[config.mk]
export PLATFORM = sky130hd
export DESIGN_NAME = fp_relcmp
export DESIGN_NICKNAME = d
export VERILOG_FILES = /design/src/rtl/fp_relcmp_pkg.sv /design/src/rtl/fp_relcmp_mag.sv /design/src/rtl/fp_relcmp_order.sv /design/src/rtl/fp_relcmp.sv
export SDC_FILE = /design/constraint.sdc
export NUM_CORES = 1
export LEC_CHECK = 0
export CORE_MARGIN = 2
export CORE_UTILIZATION = 39
export CTS_CLUSTER_SIZE = 30
export DETAILED_ROUTE_END_ITERATION = 16
export GPL_TIMING_DRIVEN = 0
export PLACE_DENSITY = 0.95
export SLEW_MARGIN = 20
export SYNTH_ARGS = -nofsm -noshare
export SYNTH_HDL_FRONTEND = slang
export SYNTH_HIERARCHICAL = 1
export SYNTH_SLANG_ARGS = --single-unit
export TNS_END_PERCENT = 30
[constraint.sdc]
create_clock -name clk -period 9.03 [get_ports clk]
set_input_delay 1.3545 -clock clk [delete_from_list [all_inputs] [get_ports clk]]
set_output_delay 1.3545 -clock clk [all_outputs]
set_load 0.01 [all_outputs]
[src/rtl/fp_relcmp_pkg.sv]
package fp_relcmp_pkg;

  // One-hot ordering of the first operand against the second.
  typedef enum logic [2:0] {
    ORD_GT = 3'b001,
    ORD_EQ = 3'b010,
    ORD_LT = 3'b100
  } ord_e;

  // Reverse the sense of an ordering (used for negative operands).
  function automatic ord_e ord_flip(input ord_e o);
    case (o)
      ORD_GT:  return ORD_LT;
      ORD_LT:  return ORD_GT;
      default: return ORD_EQ;
    endcase
  endfunction

endpackage

[src/rtl/fp_relcmp_mag.sv]
// Magnitude ordering of two operands that share a sign:
// exponent word by wrapping subtraction, then high, then low mantissa.
module fp_relcmp_mag
  import fp_relcmp_pkg::*;
#(
  parameter int WORD_W = 16
) (
  input  logic [WORD_W-1:0] a_exp,
  input  logic [WORD_W-1:0] a_hi,
  input  logic [WORD_W-1:0] a_lo,
  input  logic [WORD_W-1:0] b_exp,
  input  logic [WORD_W-1:0] b_hi,
  input  logic [WORD_W-1:0] b_lo,
  output ord_e              mag_ord
);

  localparam int MSB = WORD_W - 1;

  logic [WORD_W-1:0] exp_diff;

  always_comb begin
    exp_diff = b_exp - a_exp;
    if (a_exp != b_exp) begin
      mag_ord = exp_diff[MSB] ? ORD_GT : ORD_LT;
    end else if (a_hi != b_hi) begin
      mag_ord = (a_hi > b_hi) ? ORD_GT : ORD_LT;
    end else if (a_lo != b_lo) begin
      mag_ord = (a_lo > b_lo) ? ORD_GT : ORD_LT;
    end else begin
      mag_ord = ORD_EQ;
    end
  end

endmodule

[src/rtl/fp_relcmp_order.sv]
// Resolves zero and sign cases, then applies the magnitude order.
module fp_relcmp_order
  import fp_relcmp_pkg::*;
(
  input  logic a_zero,
  input  logic b_zero,
  input  logic a_neg,
  input  logic b_neg,
  input  ord_e mag_ord,
  output ord_e ord
);

  always_comb begin
    if (a_zero && b_zero) begin
      ord = ORD_EQ;
    end else if (a_zero) begin
      ord = b_neg ? ORD_GT : ORD_LT;
    end else if (b_zero) begin
      ord = a_neg ? ORD_LT : ORD_GT;
    end else if (a_neg != b_neg) begin
      ord = a_neg ? ORD_LT : ORD_GT;
    end else if (a_neg) begin
      ord = ord_flip(mag_ord);
    end else begin
      ord = mag_ord;
    end
  end

endmodule

[src/rtl/fp_relcmp.sv]
module fp_relcmp
  import fp_relcmp_pkg::*;
#(
  parameter int WORD_W   = 16,
  parameter int SIGN_POS = 0
) (
  input  logic              clk,
  input  logic              rst,
  input  logic              in_valid,
  input  logic [WORD_W-1:0] a_exp,
  input  logic [WORD_W-1:0] a_hi,
  input  logic [WORD_W-1:0] a_lo,
  input  logic [WORD_W-1:0] b_exp,
  input  logic [WORD_W-1:0] b_hi,
  input  logic [WORD_W-1:0] b_lo,
  input  logic [2:0]        rel_mask,
  output logic              out_valid,
  output logic              out_true
);

  localparam int NOPS = 2;

  logic [WORD_W-1:0] exp_w [NOPS];
  logic [WORD_W-1:0] hi_w  [NOPS];
  logic [NOPS-1:0]   op_zero;
  logic [NOPS-1:0]   op_neg;

  assign exp_w[0] = a_exp;
  assign exp_w[1] = b_exp;
  assign hi_w[0]  = a_hi;
  assign hi_w[1]  = b_hi;

  // Per-operand classification: zero from high word, sign from exponent.
  for (genvar g = 0; g < NOPS; g++) begin : g_cls
    assign op_zero[g] = (hi_w[g] == '0);
    assign op_neg[g]  = exp_w[g][SIGN_POS];
  end

  ord_e mag_ord;
  ord_e ord;

  fp_relcmp_mag #(.WORD_W(WORD_W)) u_mag (
    .a_exp   (a_exp),
    .a_hi    (a_hi),
    .a_lo    (a_lo),
    .b_exp   (b_exp),
    .b_hi    (b_hi),
    .b_lo    (b_lo),
    .mag_ord (mag_ord)
  );

  fp_relcmp_order u_order (
    .a_zero  (op_zero[0]),
    .b_zero  (op_zero[1]),
    .a_neg   (op_neg[0]),
    .b_neg   (op_neg[1]),
    .mag_ord (mag_ord),
    .ord     (ord)
  );

  logic hit;
  assign hit = |(rel_mask & ord);

  always_ff @(posedge clk) begin
    if (rst) begin
      out_valid <= 1'b0;
      out_true  <= 1'b0;
    end else begin
      out_valid <= in_valid;
      out_true  <= hit;
    end
  end

endmodule

After elaboration in Yosys (flattened, before gate mapping)
Index checks and enable logic that the tools add are counted.
{"block": "classes", "addsub": 1, "div": 0, "n_reduce_logical": 4, "bitwise": 1, "n_mux": 14, "n_mul": 0, "shift": 0, "n_lt_le_gt_ge": 2, "eq_ne": 6}
{"op": "inequality test 16 bit", "n": 3}
{"op": "2-to-1 mux 3 bit", "n": 13}
{"op": "greater-than comparator 16 bit", "n": 2}
{"op": "zero test 16 bit", "n": 2}
{"op": "subtractor 16 bit", "n": 1}
{"op": "one-hot mux 3 bit (2 select lines)", "n": 1}
{"op": "AND 3 bit", "n": 1}
{"op": "== test 3 x 1 -> 1 bit (second input constant)", "n": 1}
{"op": "== test 3 bit (second input constant)", "n": 1}
{"op": "OR reduction 3 bit", "n": 1}
{"op": "logical AND 1 bit", "n": 1}
{"op": "inequality test 1 bit", "n": 1}
{"block": "totals", "n_memories": 0, "output_inout_bits": 2, "register_bits": 2, "mem_bits_ro": 0, "latch_bits": 0, "mem_bits_rw": 0, "wordCells": 30}

Longest topological paths before layout
{"block": "depth", "ltp_word": 14, "depth_mapped": 13}

By module
Netlist, hierarchy kept.
{"mod": "fp_relcmp_mag", "cells_each": 181, "area_each_um2": 1262.5, "seq_area_each_um2": 0.0, "n_inst": 1}
{"mod": "fp_relcmp", "cells_each": 15, "area_each_um2": 127.6, "seq_area_each_um2": 40.0, "n_inst": 1}
{"mod": "fp_relcmp_order", "cells_each": 17, "area_each_um2": 98.8, "seq_area_each_um2": 0.0, "n_inst": 1}

Least setup slack after synthesis
OpenSTA, ideal clock, no wires.
{"block": "synth_path", "path_type": "input to register", "startpoint": "input port a_exp[14]", "endpoint": "register out_true", "stages": 13, "required_time_ns": 8.906, "slack_ns": 5.167, "setup_time_ns": 0.124, "arrival_time_ns": 3.739, "cell_sequence": "inv_1 -> ha_1 -> nand3_2 -> nor3_2 -> nand2_1 -> or4_4 -> o21a_1 -> a221o_1 -> nor3b_1 -> o21ai_0 -> nand2_1 -> a222oi_1 -> nor2_1"}
{"block": "synth_via", "elab_chain_cells": 12}
{"element": "start, declared", "line": "fp_relcmp.sv:10", "source": "input logic [WORD_W-1:0] a_exp,"}
{"element": "subtractor 16 bit", "line": "fp_relcmp_mag.sv:22", "source": "exp_diff = b_exp - a_exp;"}
{"element": "2-to-1 mux 3 bit", "line": "fp_relcmp_mag.sv:24", "source": "mag_ord = exp_diff[MSB] ? ORD_GT : ORD_LT;"}
{"element": "2-to-1 mux 3 bit *", "line": "fp_relcmp_mag.sv:23", "source": "if (a_exp != b_exp) begin"}
{"element": "net mag_ord[2]", "line": "fp_relcmp.sv:39", "source": "ord_e mag_ord;"}
{"element": "== test 3 bit / == test 3 x 1 -> 1 bit (equally long branches)", "line": "fp_relcmp_pkg.sv:12", "source": "case (o)"}
{"element": "one-hot mux 3 bit (2 select lines) *", "line": "fp_relcmp_pkg.sv:12"}
{"element": "2-to-1 mux 3 bit *", "line": "fp_relcmp_order.sv:22", "source": "end else if (a_neg) begin"}
{"element": "2-to-1 mux 3 bit *", "line": "fp_relcmp_order.sv:20", "source": "end else if (a_neg != b_neg) begin"}
{"element": "2-to-1 mux 3 bit *", "line": "fp_relcmp_order.sv:18", "source": "end else if (b_zero) begin"}
{"element": "2-to-1 mux 3 bit *", "line": "fp_relcmp_order.sv:16", "source": "end else if (a_zero) begin"}
{"element": "2-to-1 mux 3 bit *", "line": "fp_relcmp_order.sv:14", "source": "if (a_zero && b_zero) begin"}
{"element": "net ord[0]", "line": "fp_relcmp.sv:40", "source": "ord_e ord;"}
{"element": "AND 3 bit *", "line": "fp_relcmp.sv:62", "source": "assign hit = |(rel_mask & ord);"}
{"element": "OR reduction 3 bit *", "line": "fp_relcmp.sv:62"}
{"element": "end signal, assigned", "line": "fp_relcmp.sv:70", "source": "out_true <= hit;"}
{"element": "end, declared", "line": "fp_relcmp.sv:18", "source": "output logic out_true"}
The timed path passes the listed nets; every way through them passes the cells marked *.
A chain may end at the register's enable or synchronous reset.

Worst setup path after layout
{"block": "layout_path", "startpoint": "input port b_hi[14]", "endpoint": "register out_true"}
{"block": "layout_via", "elab_chain_cells": 13}
{"element": "start, declared", "line": "fp_relcmp.sv:14", "source": "input logic [WORD_W-1:0] b_hi,"}
{"element": "greater-than comparator 16 bit", "line": "fp_relcmp_mag.sv:26", "source": "mag_ord = (a_hi > b_hi) ? ORD_GT : ORD_LT;"}
{"element": "2-to-1 mux 3 bit", "line": "fp_relcmp_mag.sv:26"}
{"element": "2-to-1 mux 3 bit *", "line": "fp_relcmp_mag.sv:25", "source": "end else if (a_hi != b_hi) begin"}
{"element": "2-to-1 mux 3 bit *", "line": "fp_relcmp_mag.sv:23"}
{"element": "net mag_ord[0]", "line": "fp_relcmp.sv:39"}
{"element": "== test 3 bit / == test 3 x 1 -> 1 bit (equally long branches)", "line": "fp_relcmp_pkg.sv:12"}
{"element": "one-hot mux 3 bit (2 select lines) *", "line": "fp_relcmp_pkg.sv:12"}
{"element": "2-to-1 mux 3 bit *", "line": "fp_relcmp_order.sv:22"}
{"element": "2-to-1 mux 3 bit *", "line": "fp_relcmp_order.sv:20"}
{"element": "2-to-1 mux 3 bit *", "line": "fp_relcmp_order.sv:18"}
{"element": "2-to-1 mux 3 bit *", "line": "fp_relcmp_order.sv:16"}
{"element": "2-to-1 mux 3 bit *", "line": "fp_relcmp_order.sv:14"}
{"element": "net ord[1]", "line": "fp_relcmp.sv:40"}
{"element": "AND 3 bit *", "line": "fp_relcmp.sv:62"}
{"element": "OR reduction 3 bit *", "line": "fp_relcmp.sv:62"}
Marked as above.

==> key figures <==
Timing
  – Final setup fails: 0
  – Slew Limit Fails: 0
  – Post-route minimum period: 4.55 ns
  – Setup tns final: 0 ns
  – Fmax: 0.220 GHz
  – Slew HR: 0.601
  – Worst slew pin tran: around 0.59 ns
  – Crit share post-route: 0.504
  – RSZ-0062 raised after global routing: no
  – Final Hold Fails: 0

Worst setup path
  – Required @ worst endpoint: 9.11 ns
  – Startpoint Class: input pin
  – Worst Setup End Kind: flop
  – CP Data Arrival Time: 4.64 ns
  – Crit Path Category: in2reg
  – Worst-path maximum fanout: 4

Power and ir drop
  – Sequential share of power: 0.064
  – Tot Pwr: between 150 and 200 uW
  – NetSw: 50.0 uW
  – PD cells: 59.0 nW/um^2
  – Logic pwr share: 0.708
  – Internal power: 105 uW
  – LEAKAGE: 1.29 nW
  – Clock power frac: 0.228
  – Peak VDD IR: 0.0302 mV
  – Sw frac: 0.323

Detailed routing
  – DRC viols: 0
  – Routed Wire Length: 4580 microns
  – Via count: 1903
  – DR pass1 iterations: 4
  – Mean number of vias per cell: around 5.2
  – Initial DRC count: 56
  – Wirelength per Cell: 12.5 microns
  – Routed Antenna Nets: 0

Cells and area
  – Final net count: 470
  – Most frequent cells in the layout: clkdlybuf4s50_1 (103), inv_1 (51), ha_1 (47), a21oi_1 (20), nand2_1 (17)
  – Layout fillers: 285
  – Fin area: 2620 sq um
  – Area grow syn2layout: 76.1%
  – Share of cells above drive strength 1: 0.0188
  – ANT cells: 0
  – Most common cell after layout, fill and taps aside: clkdlybuf4s50_1

Synth
  – Post-synthesis cell count: 213
  – Post-synth EDFFs: 0
  – Yosys top cell by area: ha_1
  – Sequential area share after synthesis: 0.0269
  – Post-synth cell types: 35
  – #FFs+latches synth: 2
  – YS warnings: 6
  – Syn nets: 362
  – Async SR Flop Fraction: 0
  – Synth area leaders: ha_1 (39%), inv_1 (13%), a21oi_1 (6.7%), nor4_1 (4.6%), nand2_1 (4.3%)
  – Post-Syn Area: 1490 sq um
  – Top_reg_cell synth: dfxtp_1
  – Top cell type's share of synthesized area: 0.395
  – Syn avg cell area: 6.99 sq um

Clock tree
  – CTS Buf Count: 3
  – TritonCTS clock tree: done
  – Max clock buf depth: 2
  – Post-CTS sizing: 0
  – Clock slew at reported path FFs: 0.03 ns
  – H-tree levels: 1
  – Clk root buf: clkbuf_8
  – Post CTS Setup Buffer Count: 0
  – CTS Hold Buffers Added: 0
  – Clock sinks: 2

Global route
  – Pin count of the biggest net entering global routing: 6
  – GRT overflow: 0
  – Vias in the first global route: 1934
  – First-pass GRT wire length: 7590 microns
  – Total Routing Usage GR: 0.218
  – Initial antenna violation count: 0

Floorplan
  – # IOs: between 100 and 150
  – Core area: 3660 sq um
  – Die width: 65.8 microns
  – Total die area: 4330 sq um
  – Starting Density: 0.407
  – Row count: 22
  – Die height: 65.8 microns

Min path
  – Hold path depth: 2
  – Worst min-delay path category: in2reg
  – Hold_sp: rst
  – WHS Endpoint: out_valid$_SDFF_PP0_

Placed design
  – GPL Wtd Cong: 0.800
  – Port buffer count: 103
  – Post-DP HPWL: 4280 microns
  – Placed Area: 2580 sq um

Outcome
  – Status: finished clean

Flow run
  – Number of max-cap violations: 0
[worst max-delay path, stage by stage]
cell	delay (ns)
clkdlybuf4s50_1	0.48
inv_1	0.05
ha_1	0.31
nand4_1	0.17
nor4_1	0.53
nand2_1	0.21
a21oi_1	0.16
a221oi_1	0.10
a211oi_1	0.40
xnor2_1	0.15
o2111ai_1	0.18
nand2_1	0.08
a222oi_1	0.36
nor2_1	0.08
[flip-flops by register name (all words and copies together), names as in the netlist]
register and flops:
out_true 1, out_valid 1
[cell families after synthesis]
kind of cell | after synthesis | share of synthesized area
adders and majority gates | 47 | 0.395
xor gates and xnor gates | 3 | 0.0177
DFF | 2 | 0.0269
and+or+nand+nor | 61 | 0.224
buffers and inverters | 51 | 0.129
AOI/OAI and AO/OA | 49 | 0.208
[worst max-delay path by stage]
stage	startpoint	end	slack, ns	depth (start not counted)
global route	b_hi[14]	out_true$_SDFF_PP0_	4.12	14
CTS	b_hi[14]	out_true$_SDFF_PP0_	4.50	14
global placement	b_hi[14]	out_true$_SDFF_PP0_	4.44	14
finish	b_hi[14]	out_true$_SDFF_PP0_	4.48	14
floorplan	a_exp[14]	out_true$_SDFF_PP0_	5.17	13
detailed placement	b_hi[14]	out_true$_SDFF_PP0_	4.29	14
[per-stage QoR]
stage,utilization,hold slack [ns],instances,setup WS [ns]
2_1_floorplan,-,1.43,213,5.17
3_3_place_gp,0.705,1.91,364,4.44
3_5_place_dp,0.705,1.93,364,4.29
4_1_cts,0.716,1.71,367,4.50
5_1_grt,0.716,1.72,367,4.12
6_report,0.716,1.72,367,4.48
[layer usage]
layer / track usage / vias to the layer above / wire (microns)
li1: - / 979 / -
met1: 0.227 / 846 / 1750
met2: 0.448 / 72 / 2490
met3: 0.0341 / 6 / 296
met4: 0.0417 / 0 / 47
met5: 0 / - / 0
[Yosys cell counts (2+ instances only)]
cell type,instances
inv_1,51
ha_1,47
a21oi_1,20
nand2_1,17
nor4_1,11
o21ai_0,8
nor2_1,7
nand3_1,6
nand4_1,5
a21o_1,4
a221o_1,3
and4_1,3
nor2b_1,3
a211o_1,2
dfxtp_1,2
nor3_1,2
nor3b_1,2
o21a_1,2
xnor2_1,2
[layout make-up]
cell class	count	area, sq um	share of cell area
multi-input combinational	160	1260	0.480
timing repair buffer	103	1030	0.393
inverter	51	191	0.0730
tap	48	60.1	0.0229
clock buffer	3	41.3	0.0158
sequential	2	40.0	0.0153
[power groups by stage]
stage	logic (mW)	clock network, mW	registers [mW]
floorplan	0.0479	0	0.0104
detailed placement	0.109	0	0.00996
CTS	0.110	0.0365	0.00986
finish	0.110	0.0353	0.00985
global placement	0.104	0	0.00992
global route	0.123	0.0381	0.00987
(Power assumes the default switching activity.)
